File: config.mk
export PLATFORM = sky130hd
export DESIGN_NAME = gpio_port_ctrl
export DESIGN_NICKNAME = d
export VERILOG_FILES = /design/src/rtl/gpio_pkg.sv /design/src/rtl/gpio_decode.sv /design/src/rtl/gpio_odr.sv /design/src/rtl/gpio_in_capture.sv /design/src/rtl/gpio_port_ctrl.sv
export SDC_FILE = /design/constraint.sdc
export NUM_CORES = 1
export LEC_CHECK = 0
export BUFFER_PORTS_ARGS = -buffer_cell sky130_fd_sc_hd__buf_2
export CAP_MARGIN = 25
export CORE_UTILIZATION = 37
export CTS_CLUSTER_DIAMETER = 80
export DETAILED_ROUTE_END_ITERATION = 10
export GPL_TIMING_DRIVEN = 0
export PLACE_DENSITY = 0.67
export SETUP_SLACK_MARGIN = 0.4
export SLEW_MARGIN = 20
export SYNTH_ARGS = -nofsm -noshare
export SYNTH_HDL_FRONTEND = slang
export SYNTH_SLANG_ARGS = --single-unit
File: constraint.sdc
create_clock -name clk -period 2.3 [get_ports clk]
set_input_delay 0.46 -clock clk [delete_from_list [all_inputs] [get_ports clk]]
set_output_delay 0.46 -clock clk [all_outputs]
set_load 0.01 [all_outputs]
File: src/rtl/gpio_pkg.sv
package gpio_pkg;
  localparam logic [7:0] OFF_ODR = 8'h00;
  localparam logic [7:0] OFF_SET = 8'h04;
  localparam logic [7:0] OFF_CLR = 8'h08;
  localparam logic [7:0] OFF_TGL = 8'h0C;
  localparam logic [7:0] OFF_DIN = 8'h10;
  localparam logic [7:0] OFF_DIR = 8'h14;

  typedef enum logic [2:0] {
    SEL_ODR, SEL_SET, SEL_CLR, SEL_TGL, SEL_DIN, SEL_DIR, SEL_NONE
  } reg_sel_e;
endpackage

File: src/rtl/gpio_decode.sv
module gpio_decode
  import gpio_pkg::*;
#(
  parameter int ADDR_W = 5
) (
  input  logic [ADDR_W-1:0] addr,
  output reg_sel_e          sel
);
  logic [7:0] off;
  assign off = 8'(addr);

  always_comb begin
    case (off)
      OFF_ODR: sel = SEL_ODR;
      OFF_SET: sel = SEL_SET;
      OFF_CLR: sel = SEL_CLR;
      OFF_TGL: sel = SEL_TGL;
      OFF_DIN: sel = SEL_DIN;
      OFF_DIR: sel = SEL_DIR;
      default: sel = SEL_NONE;
    endcase
  end
endmodule

File: src/rtl/gpio_odr.sv
module gpio_odr #(
  parameter int N = 32
) (
  input  logic         clk,
  input  logic         rst,
  input  logic         wr_direct,
  input  logic         wr_set,
  input  logic         wr_clr,
  input  logic         wr_tgl,
  input  logic [N-1:0] wdata,
  output logic [N-1:0] odr
);
  logic [N-1:0] nxt;

  // direct, then set, then clear; toggle is applied last
  always_comb begin
    nxt = odr;
    if (wr_direct) nxt = wdata;
    if (wr_set)    nxt = nxt | wdata;
    if (wr_clr)    nxt = nxt & ~wdata;
    if (wr_tgl)    nxt = nxt ^ wdata;
  end

  always_ff @(posedge clk) begin
    if (rst) odr <= '0;
    else     odr <= nxt;
  end
endmodule

File: src/rtl/gpio_in_capture.sv
module gpio_in_capture #(
  parameter int N      = 32,
  parameter int STAGES = 2
) (
  input  logic         clk,
  input  logic         rst,
  input  logic         en,
  input  logic [N-1:0] pins,
  output logic [N-1:0] din
);
  logic [N-1:0] stage [STAGES];

  generate
    for (genvar s = 0; s < STAGES; s++) begin : g_sync
      if (s == 0) begin : g_first
        always_ff @(posedge clk) begin
          if (rst) stage[0] <= '0;
          else     stage[0] <= pins;
        end
      end else begin : g_next
        always_ff @(posedge clk) begin
          if (rst) stage[s] <= '0;
          else     stage[s] <= stage[s-1];
        end
      end
    end
  endgenerate

  always_ff @(posedge clk) begin
    if (rst)     din <= '0;
    else if (en) din <= stage[STAGES-1];
  end
endmodule

File: src/rtl/gpio_port_ctrl.sv
module gpio_port_ctrl
  import gpio_pkg::*;
#(
  parameter int NPINS  = 32,
  parameter int ADDR_W = 5,
  parameter int SYNC_STAGES = 2
) (
  input  logic              clk,
  input  logic              rst,
  input  logic              bus_rd,
  input  logic              bus_wr,
  input  logic [ADDR_W-1:0] bus_addr,
  input  logic [NPINS-1:0]  bus_wdata,
  output logic [NPINS-1:0]  bus_rdata,
  input  logic              port_en,
  input  logic [NPINS-1:0]  pin_present,
  input  logic [NPINS-1:0]  pin_digital,
  input  logic [NPINS-1:0]  pin_in,
  output logic [NPINS-1:0]  pin_out,
  output logic [NPINS-1:0]  pin_oe
);
  reg_sel_e         sel;
  logic [NPINS-1:0] odr;
  logic [NPINS-1:0] dir_q;
  logic [NPINS-1:0] din;
  logic [NPINS-1:0] usable;

  assign usable = pin_present & pin_digital;

  gpio_decode #(.ADDR_W(ADDR_W)) dec_i (
    .addr (bus_addr),
    .sel  (sel)
  );

  gpio_odr #(.N(NPINS)) odr_i (
    .clk       (clk),
    .rst       (rst),
    .wr_direct (bus_wr && sel == SEL_ODR),
    .wr_set    (bus_wr && sel == SEL_SET),
    .wr_clr    (bus_wr && sel == SEL_CLR),
    .wr_tgl    (bus_wr && sel == SEL_TGL),
    .wdata     (bus_wdata),
    .odr       (odr)
  );

  gpio_in_capture #(.N(NPINS), .STAGES(SYNC_STAGES)) cap_i (
    .clk  (clk),
    .rst  (rst),
    .en   (port_en),
    .pins (pin_in),
    .din  (din)
  );

  always_ff @(posedge clk) begin
    if (rst)                         dir_q <= '0;
    else if (bus_wr && sel == SEL_DIR) dir_q <= bus_wdata;
  end

  always_ff @(posedge clk) begin
    if (rst || !bus_rd) begin
      bus_rdata <= '0;
    end else begin
      case (sel)
        SEL_ODR: bus_rdata <= odr;
        SEL_DIN: bus_rdata <= din & usable;
        SEL_DIR: bus_rdata <= dir_q;
        default: bus_rdata <= '0;
      endcase
    end
  end

  assign pin_out = odr;
  assign pin_oe  = dir_q & usable;
endmodule

---- Yosys cells after proc, flatten, opt, wreduce, memory -nomap -nowiden ----
Memories as Yosys holds them, arrays and structs flattened. A register that Yosys moved wholly into a read port is not among the register bits.
Cells that the tools add are included.
storage, ports and cells
  flip-flop bits (word level) ............. 96
  memory bits (writable) .................. 64
  output and inout port bits .............. 96
  word-level logic and storage cells ...... 43
  memories ................................ 1
operators by class
  eq/ne operators ......................... 10
  muxes and demuxes ....................... 11
  bitwise logic cells ..................... 9
  reduce and logical (&&, ||, !) cells .... 9
memories
  name         words  bits a word  read ports  clocked after memory_dff  write ports  RTL line               RTL
  cap_i.stage  2      32           2           1                         2            gpio_in_capture.sv:11  logic [N-1:0] stage [STAGES];
operators by type and width
  kind                                                  count
  2-to-1 mux 32 bit                                     6
  bitwise AND 32 bit                                    4
  case mux 32 bit (3 select lines)                      1
  inverter 32 bit                                       1
  OR 32 bit                                             1
  bitwise XOR 32 bit                                    1
  case mux 3 bit (6 select lines)                       1
  equality test 5 x 4 -> 1 bit (second input constant)  2
  equality test 5 bit (second input constant)           2
  zero test 8 bit                                       1
  equality test 3 x 2 -> 1 bit (second input constant)  2
  equality test 3 bit (second input constant)           2
  equality test 5 x 3 -> 1 bit (second input constant)  1
  logical AND 1 bit                                     5
  equality test 3 x 1 -> 1 bit (second input constant)  1
  zero test 3 bit                                       1
  2-to-1 mux 1 bit                                      3
  OR 1 bit                                              2
  zero test 1 bit                                       1
  logical OR 1 bit                                      1

---- Longest topological paths before layout ----
Gate-level depths: netlist of the first run.
  depth after elaboration ................. 11
  gate-level depth with buffers ........... 6

---- Modules after synthesis ----
A second synthesis of the first run with hierarchy kept.
unflattened totals
  cells, all modules ...................... 790
  area, all modules ....................... 7513.5 µm²
by module, submodules not included
  module           times used  cells an instance  area an instance (µm²)  seq. area each (µm²)
  gpio_in_capture  1           238                2889.0                  1921.8
  gpio_port_ctrl   1           327                2747.6                  1281.2
  gpio_odr         1           221                1845.5                  640.6
  gpio_decode      1           4                  31.3                    0.0

---- Worst setup path before layout of the first run ----
No wires, ideal clock.
  path type ............................... input port to flip-flop
  start point ............................. input port bus_addr[2]
  end point ............................... register bus_rdata[10]
  setup time .............................. 0.059 ns
  data arrival time ....................... 1.575 ns
  setup slack ............................. 0.666 ns
  stages on the path ...................... 5
  buffers on the path ..................... 2
  cell sequence ........................... or4_1 > buf_4 > buf_6 > nor3b_2 > o31a_1
on the way
  cells in the longest elaborated chain, start to end .. 4
RTL lines
  item                                                           RTL line              RTL
  start: declaration                                             gpio_port_ctrl.sv:12  input logic [ADDR_W-1:0] bus_addr,
  equality test 5 bit, or another cell as far along              gpio_decode.sv:13     case (off)
  case mux 3 bit (6 select lines) (*)                            gpio_decode.sv:13
  equality test 3 bit / zero test 3 bit (equally long branches)  gpio_port_ctrl.sv:63  case (sel)
  case mux 32 bit (3 select lines) (*)                           gpio_port_ctrl.sv:63
  end signal: assignment                                         gpio_port_ctrl.sv:64  SEL_ODR: bus_rdata <= odr;
  end signal: assignment                                         gpio_port_ctrl.sv:65  SEL_DIN: bus_rdata <= din & usable;
  end signal: assignment                                         gpio_port_ctrl.sv:66  SEL_DIR: bus_rdata <= dir_q;
  end: declaration                                               gpio_port_ctrl.sv:14  output logic [NPINS-1:0] bus_rdata,
Every way passes the cells marked *; elsewhere a longest branch is shown, timed or not.
A chain may end at the register's enable or synchronous reset.

---- Worst setup path in the final report of the first run ----
  start point ............................. input port bus_addr[1]
  end point ............................... register odr_i.odr[26]
on the way
  cells in the longest elaborated chain, start to end .. 11
RTL lines
  item                                               RTL line              RTL
  equality test 5 bit, or another cell as far along  gpio_decode.sv:13
  case mux 3 bit (6 select lines) (*)                gpio_decode.sv:13
  zero test 3 bit                                    gpio_port_ctrl.sv:38  .wr_direct (bus_wr && sel == SEL_ODR),
  logical AND 1 bit                                  gpio_port_ctrl.sv:38
  2-to-1 mux 32 bit                                  gpio_odr.sv:18        if (wr_direct) nxt = wdata;
  OR 32 bit                                          gpio_odr.sv:19        if (wr_set) nxt = nxt | wdata;
  2-to-1 mux 32 bit                                  gpio_odr.sv:19
  bitwise AND 32 bit                                 gpio_odr.sv:20        if (wr_clr) nxt = nxt & ~wdata;
  2-to-1 mux 32 bit                                  gpio_odr.sv:20
  bitwise XOR 32 bit                                 gpio_odr.sv:21        if (wr_tgl) nxt = nxt ^ wdata;
  2-to-1 mux 32 bit (*)                              gpio_odr.sv:21
  end signal: assignment                             gpio_odr.sv:26        else odr <= nxt;
  end: declaration                                   gpio_odr.sv:11        output logic [N-1:0] odr
Marked as above.

==> results of run 1 <==
[worst max path at each step]
stage           startpoint             to  slack, ns  cells past startpoint
2_1_floorplan  bus_addr[2]  bus_rdata[10]       0.67                      5
3_3_place_gp   bus_addr[4]  bus_rdata[13]      -0.08                      6
3_5_place_dp   bus_addr[4]  bus_rdata[30]      -0.08                      6
4_1_cts        bus_addr[3]  bus_rdata[11]       0.41                      5
5_1_grt                rst  cap_i.din[14]       0.41                      5
6_report       bus_addr[1]  odr_i.odr[26]       0.55                      5
[repair_timing]
item,4_1_cts,5_1_grt
endpoints found under the hold margin,0,0
pin swaps,0,1
gates resized for setup,2,4
setup buffers,0,1
setup endpoints to repair,4,40
[cell type report]
class	count	area share
Multi-Input combinational cell	555	0.3776
Tap cell	275	0.03402
Clock inverter	14	0.01546
Timing Repair Buffer	233	0.1156
Inverter	2	0.0007423
Buffer	76	0.03291
Antenna cell	1	0.0002474
Clock buffer	18	0.04342
Sequential cell	192	0.3801
[synthesized netlist by cell type]
cell type	number
clkbuf_1	54
nor2b_1	97
or4_1	1
nand2_1	2
and2_1	1
a32o_1	31
nand3_1	32
buf_2	13
nor3b_1	4
nor3b_2	28
a21oi_1	32
nor3_4	1
or4b_1	1
o31a_1	32
o21ai_1	20
buf_1	5
o21ai_0	44
dfxtp_1	192
nand4_1	32
nor4b_4	2
and3_1	64
nor2_1	65
buf_4	1
inv_1	1
mux2i_1	32
o211a_1	31
inv_2	1
o2111ai_1	1
o21a_1	1
buf_6	3
or4b_4	1
[cell families after synthesis]
logic type,count (synthesis)
AOI/OAI and AO/OA,192
buffers and inverters,78
DFF,192
muxes,32
and+or+nand+nor,331
[layer usage]
metal | track usage | vias up | wire (um)
met1 | 0.3252 | 3418 | 11770
li1 | - | 3492 | -
met3 | 0.04251 | 40 | 1821
met2 | 0.3774 | 309 | 12300
met5 | 0 | - | 0
met4 | 0.09694 | 0 | 736
[flip-flops by register name, indices dropped and copies added, names as in the netlist]
signal / flops
cap_i.stage: 64
bus_rdata: 32
cap_i.din: 32
dir_q: 32
odr_i.odr: 32
[power breakdown]
| part | switching (uW) | internal [uW] | total (uW) | leakage [uW] |
|---|---|---|---|---|
| clock network | 1470 | 1500 | 2970 | 0.000290 |
| logic | 355 | 226 | 581 | 0.00270 |
| registers | 39.3 | 3400 | 3440 | 0.00156 |
| total | 1860 | 5120 | 6990 | 0.00455 |
[stage by stage]
step / power (uW) / cells
6_report: 6986 / 1366
5_1_grt: 7247 / 1366
4_1_cts: 7027 / 1364
3_5_place_dp: 4093 / 1332
3_3_place_gp: 4083 / 1332
2_1_floorplan: 3791 / 825
==> impl_metrics.env, run 1 <==
export IMPL_outcome="completed"
export IMPL_avgSynthCellArea_um2=9.694
export IMPL_syn_to_final_growth_pct=26.45
export IMPL_crit_buf_inv=2
export IMPL_routed_wirelength_um=26630
export IMPL_synthSimpleGateAreaFrac=0.2627
export IMPL_first_global_vias=6751
export IMPL_synth_area_leaders="dfxtp_1 (48%), nor2b_1 (7.6%), and3_1 (5.0%), nor3b_2 (4.4%), mux2i_1 (4.0%)"
export IMPL_core_mm2=0.02109
export IMPL_drive_gt1_frac=0.2927
export IMPL_setup_tns_final_ns=0
export IMPL_grt_overflow=0
export IMPL_gp_congestion=0.8512
export IMPL_worst_path_max_fanout=10
export IMPL_crit_arrival_ns=2.08
export IMPL_synth_top_family_by_area="simple AND/OR/NAND/NOR gates"
export IMPL_holdWs_ns=0.2277
export IMPL_hold_viol_final=0
export IMPL_path_class="in2reg"
export IMPL_io_buffers=232
export IMPL_multiInputGateArea_mm2=0.003819
export IMPL_initial_core_util=0.3793
export IMPL_slew_headroom=0.4654
export IMPL_seqCellArea_mm2=0.003844
export IMPL_clkTransAtPathRegs_ns=0.08
export IMPL_die_w_um=149.0
export IMPL_cts_hold_buf=0
export IMPL_post_place_ws_ns=-0.08398
export IMPL_cts_path_max_buffers=2
export IMPL_final_cell_mix="buf_2 (245), dfxtp_1 (192), nor2b_1 (97), nor2_1 (65), and3_1 (64)"
export IMPL_yosysWarnings=0
export IMPL_worstSkewPairLatency_ns=0.43
export IMPL_grt_pass1_wl_um=39840
export IMPL_yosysSeqAreaShare=0.4806
export IMPL_critPathMaxStageDelay_ns=0.56
export IMPL_cts_tree="built"
export IMPL_start_kind="input pin"
export IMPL_dpl_hpwl_um=19900
export IMPL_place_area_mm2=0.009503
export IMPL_final_core_util=0.4796
export IMPL_ir_drop_mv=0.4652
export IMPL_syn_area_mm2=0.007998
export IMPL_drt_initial_drc_count=505
export IMPL_root_buffer="clkbuf_16"
export IMPL_finalCritPeriodShare=0.7594
export IMPL_timing_rr_start="odr_i.odr[26]"
export IMPL_fin_ws_ns=0.5533
export IMPL_fillerInstances=2100
export IMPL_finish_instance_area_mm2=0.01011
export IMPL_finalNetCount=1215
export IMPL_required_ns=2.63
export IMPL_critical_path_top_delay_family="simple AND/OR/NAND/NOR gates"
export IMPL_hp_class="in2reg"
export IMPL_final_common_cell="buf_2"
export IMPL_reg2reg_to="odr_i.odr[26]"
export IMPL_finalSetupViolations=0
export IMPL_cts_sinks=192
export IMPL_antenna_found_initial=1
export IMPL_fp_row_count=53
export IMPL_crit_path_end_kind="flop"
export IMPL_io_pins=234
export IMPL_path_cells="buf_2 -> nor4b_4 -> clkbuf_1 -> o21ai_0 -> a32o_1"
export IMPL_numCtsBuffers=17
export IMPL_dr_pass1_iters=5
export IMPL_synthesis_instances=825
export IMPL_fin_crit_ns=1.747
export IMPL_hold_depth=2
export IMPL_wl_per_cell_um=19.50
export IMPL_finalMaxSlewViolations=0
export IMPL_clock_skew_final_ns=0.008437
export IMPL_viasPerCell=5.314
export IMPL_synth_xor_area_share=0
export IMPL_rrSetupSlack_ns=1.29
export IMPL_post_route_drc_count=0
export IMPL_synth_mux_area_frac=0.04005
export IMPL_antenna_left=0
export IMPL_synth_compound_gate_area_share=0.1747
export IMPL_power_leakage_uw=0.004553
export IMPL_cts_htree_levels=4
export IMPL_cp_slowest_cell="nor4b_4"
export IMPL_die_area_mm2=0.02221
export IMPL_synth_top_area_cell="dfxtp_1"
export IMPL_grt_usage=0.2403
export IMPL_grt_start_max_net_pins=21
export IMPL_fmax_mhz=572.5
export IMPL_synthAdderAreaFrac=0
export IMPL_holdCritStartpoint="pin_in[9]"
export IMPL_syn_num_nets=963
export IMPL_min_to="cap_i.stage[0][9]"
export IMPL_synth_cell_types=31
export IMPL_tightest_slew_ns=0.8018
export IMPL_synth_seq_cells=192
export IMPL_vias=7259
export IMPL_cap_violations=0
export IMPL_synth_top_cell_area_share=0.4806
export IMPL_reg2reg_depth=3
export IMPL_rsz0062_at_grt="no"
export IMPL_die_height_um=149.0
export IMPL_power_density_mw_per_mm2=690.8
(Power assumes the default switching activity.)
==> run 2, diff against run 1 <==
- ABC_AREA: not set -> 1
- PLACE_DENSITY: 0.67 -> 0.7
- clock period: 2.3 -> 1.52 ns (I/O delays scaled with it)
==> impl_metrics.env, run 2 <==
export IMPL_drt_initial_drc_count=651
export IMPL_avgSynthCellArea_um2=6.907
export IMPL_cp_slowest_cell="dfxtp_2"
export IMPL_ys_dominant_reg_cell="dfxtp_1"
export IMPL_finalNetCount=1584
export IMPL_grt_overflow=0
export IMPL_drive_gt1_frac=0.3900
export IMPL_crit_arrival_ns=1.06
export IMPL_finalCritPeriodShare=0.8964
export IMPL_path_class="reg2out"
export IMPL_die_height_um=147.2
export IMPL_final_cell_mix="nand2_1 (230), buf_2 (179), nor2_1 (178), dfxtp_1 (109), inv_1 (102)"
export IMPL_power_uw=10770
export IMPL_vias=8329
export IMPL_grt_usage=0.2410
export IMPL_synth_cell_types=17
export IMPL_cts_tree="built"
export IMPL_first_global_vias=7726
export IMPL_rsz0062_at_grt="yes"
export IMPL_worstSkewPairLatency_ns=0.43
export IMPL_cap_violations=0
export IMPL_timing_rr_start="dir_q[1]"
export IMPL_reg2reg_to="dir_q[1]"
export IMPL_finalMaxSlewViolations=0
export IMPL_syn_to_final_growth_pct=46.49
export IMPL_grt_pass1_wl_um=40620
export IMPL_tightest_slew_ns=0.4777
export IMPL_reg2reg_depth=6
export IMPL_min_to="cap_i.stage[0][20]"
export IMPL_path_cells="inv_2 -> nor2_2 -> buf_2"
export IMPL_yosys_cell_count_top_type="nand2_1"
export IMPL_dpl_hpwl_um=19320
export IMPL_synth_common_cells="nand2_1 (252), nor2_1 (197), dfxtp_1 (192)"
export IMPL_finalSetupViolations=0
export IMPL_cts_path_max_buffers=2
export IMPL_cts_hold_buf=0
export IMPL_hold_viol_final=0
export IMPL_largest_register_ffs=64
export IMPL_yosysWarnings=0
export IMPL_synth_edff_count=0
export IMPL_worst_path_max_fanout=2
export IMPL_power_density_mw_per_mm2=942.3
export IMPL_ir_drop_mv=0.6674
export IMPL_io_pins=234
export IMPL_async_flop_share=0
export IMPL_numCtsBuffers=17
export IMPL_gp_congestion=0.9629
export IMPL_startpoint="dir_q[23]"
export IMPL_antenna_found_initial=5
export IMPL_clock_skew_final_ns=0.01154
export IMPL_synth_seq_cells=192
export IMPL_slew_headroom=0.6815
export IMPL_fin_ws_ns=0.1575
export IMPL_required_ns=1.22
export IMPL_wl_per_cell_um=15.42
export IMPL_cts_htree_levels=4
export IMPL_fp_row_count=52
export IMPL_routed_wirelength_um=26750
export IMPL_critPathMaxStageDelay_ns=0.34
export IMPL_die_w_um=147.2
export IMPL_hp_class="in2reg"
export IMPL_root_buffer="clkbuf_16"
export IMPL_hold_depth=3
export IMPL_initial_core_util=0.3820
export IMPL_antenna_left=0
export IMPL_rrSetupSlack_ns=0.44
export IMPL_synth_top_area_cell="dfxtp_1"
export IMPL_final_core_util=0.5597
export IMPL_outcome="completed"
export IMPL_core_mm2=0.02043
export IMPL_fin_cells=1735
export IMPL_dp_cells=1633
export IMPL_synth_area_leaders="dfxtp_1 (49%), nand2_1 (12%), nor2_1 (9.5%), inv_1 (6.9%), a21oi_1 (6.2%)"
export IMPL_post_route_drc_count=0
export IMPL_final_common_cell="nand2_1"
export IMPL_io_buffers=233
export IMPL_cts_sinks=192
export IMPL_fmax_mhz=734.0
export IMPL_power_leakage_uw=0.005247
export IMPL_fillerInstances=1917
export IMPL_yosysSeqAreaShare=0.4925
export IMPL_synth_top_cell_area_share=0.4925
export IMPL_syn_area_mm2=0.007805
export IMPL_setup_tns_final_ns=0
export IMPL_grt_start_max_net_pins=19
export IMPL_holdCritStartpoint="pin_in[20]"
export IMPL_fin_crit_ns=1.362
export IMPL_start_kind="flop"
export IMPL_dr_pass1_iters=5
export IMPL_synthesis_instances=1130
export IMPL_die_area_mm2=0.02168
export IMPL_crit_path_end_kind="primary output"
export IMPL_syn_num_nets=1268
export IMPL_post_place_ws_ns=-0.3571
export IMPL_largest_register="cap_i.stage"
export IMPL_clkTransAtPathRegs_ns=0.08
export IMPL_viasPerCell=4.801
==> run 2: changes by cell type in the layout (fill, tap and decap cells not counted), moves of 64 or more <==
cell	change
buf_6	+71
dfxtp_1	-83
and3_1	-64
nor2_1	+113
inv_1	+101
buf_2	-66
dfxtp_2	+82
nor2b_1	-97
nand2_1	+228
==> run 2: layout make-up <==
type	instances	area (um^2)	share of cell area
clock buffers	20	466.7	0.04082
diodes	6	15.01	0.001313
inverters	146	554.3	0.04848
well taps	270	337.8	0.02955
repair buffers	297	2059	0.1801
multi-input cells	734	3498	0.3060
flip-flops and latches	192	3950	0.3455
plain buffers	58	410.4	0.03589
clock inverters	12	141.4	0.01237
==> run 2: timing repair <==
action                                  in CTS  in global routing
endpoints found under the setup margin     193                191
cloned                                       2                  3
pin swaps                                   40                 23
endpoints found under the hold margin        0                  0
resized for setup                          210                142
buffers inserted                            51                  8
==> run 2: cell families after synthesis <==
kind of cell,Yosys count,share of synthesized area
compound gates,161,0.1032
buf+inv,204,0.1005
flops,192,0.4925
simple gates,573,0.3038
==> run 2: power by group <==
part	switching [uW]	leakage, uW	internal (uW)
logic	551	0.00334	377
registers	74.2	0.00161	5190
clock network	2120	0.000294	2470
==> run 2: metal layers <==
metal / share of wire / GRT usage / up-vias / routed length (um)
met5: 0.00049 / 0 / - / 13
met4: 0.035 / 0.1036 / 2 / 924
met3: 0.076 / 0.05124 / 67 / 2026
met2: 0.47 / 0.3953 / 365 / 12500
met1: 0.42 / 0.3050 / 3705 / 11290
li1: - / - / 4190 / -
==> run 2: worst max-delay path: cells and delay by family, from the launching register on <==
kind | cells | cell delay, ns
buf+inv | 2 | 0.20
simple gates | 1 | 0.08
flops | 1 | 0.34
==> run 2: worst max path at each step <==
stage | to | slack [ns]
2_1_floorplan | dir_q[12] | 0.30
3_3_place_gp | bus_rdata[16] | -0.38
3_5_place_dp | bus_rdata[16] | -0.36
4_1_cts | pin_oe[22] | 0.15
5_1_grt | pin_oe[23] | 0.10
6_report | pin_oe[23] | 0.16
==> run 2: per-stage QoR <==
step           instance area, um^2  hold WS [ns]
4_1_cts                      10950       0.05130
3_3_place_gp                  9393        0.3927
3_5_place_dp                  9393        0.3929
6_report                     11430       0.06756
2_1_floorplan                 7889        0.3883
5_1_grt                      11420       0.05926
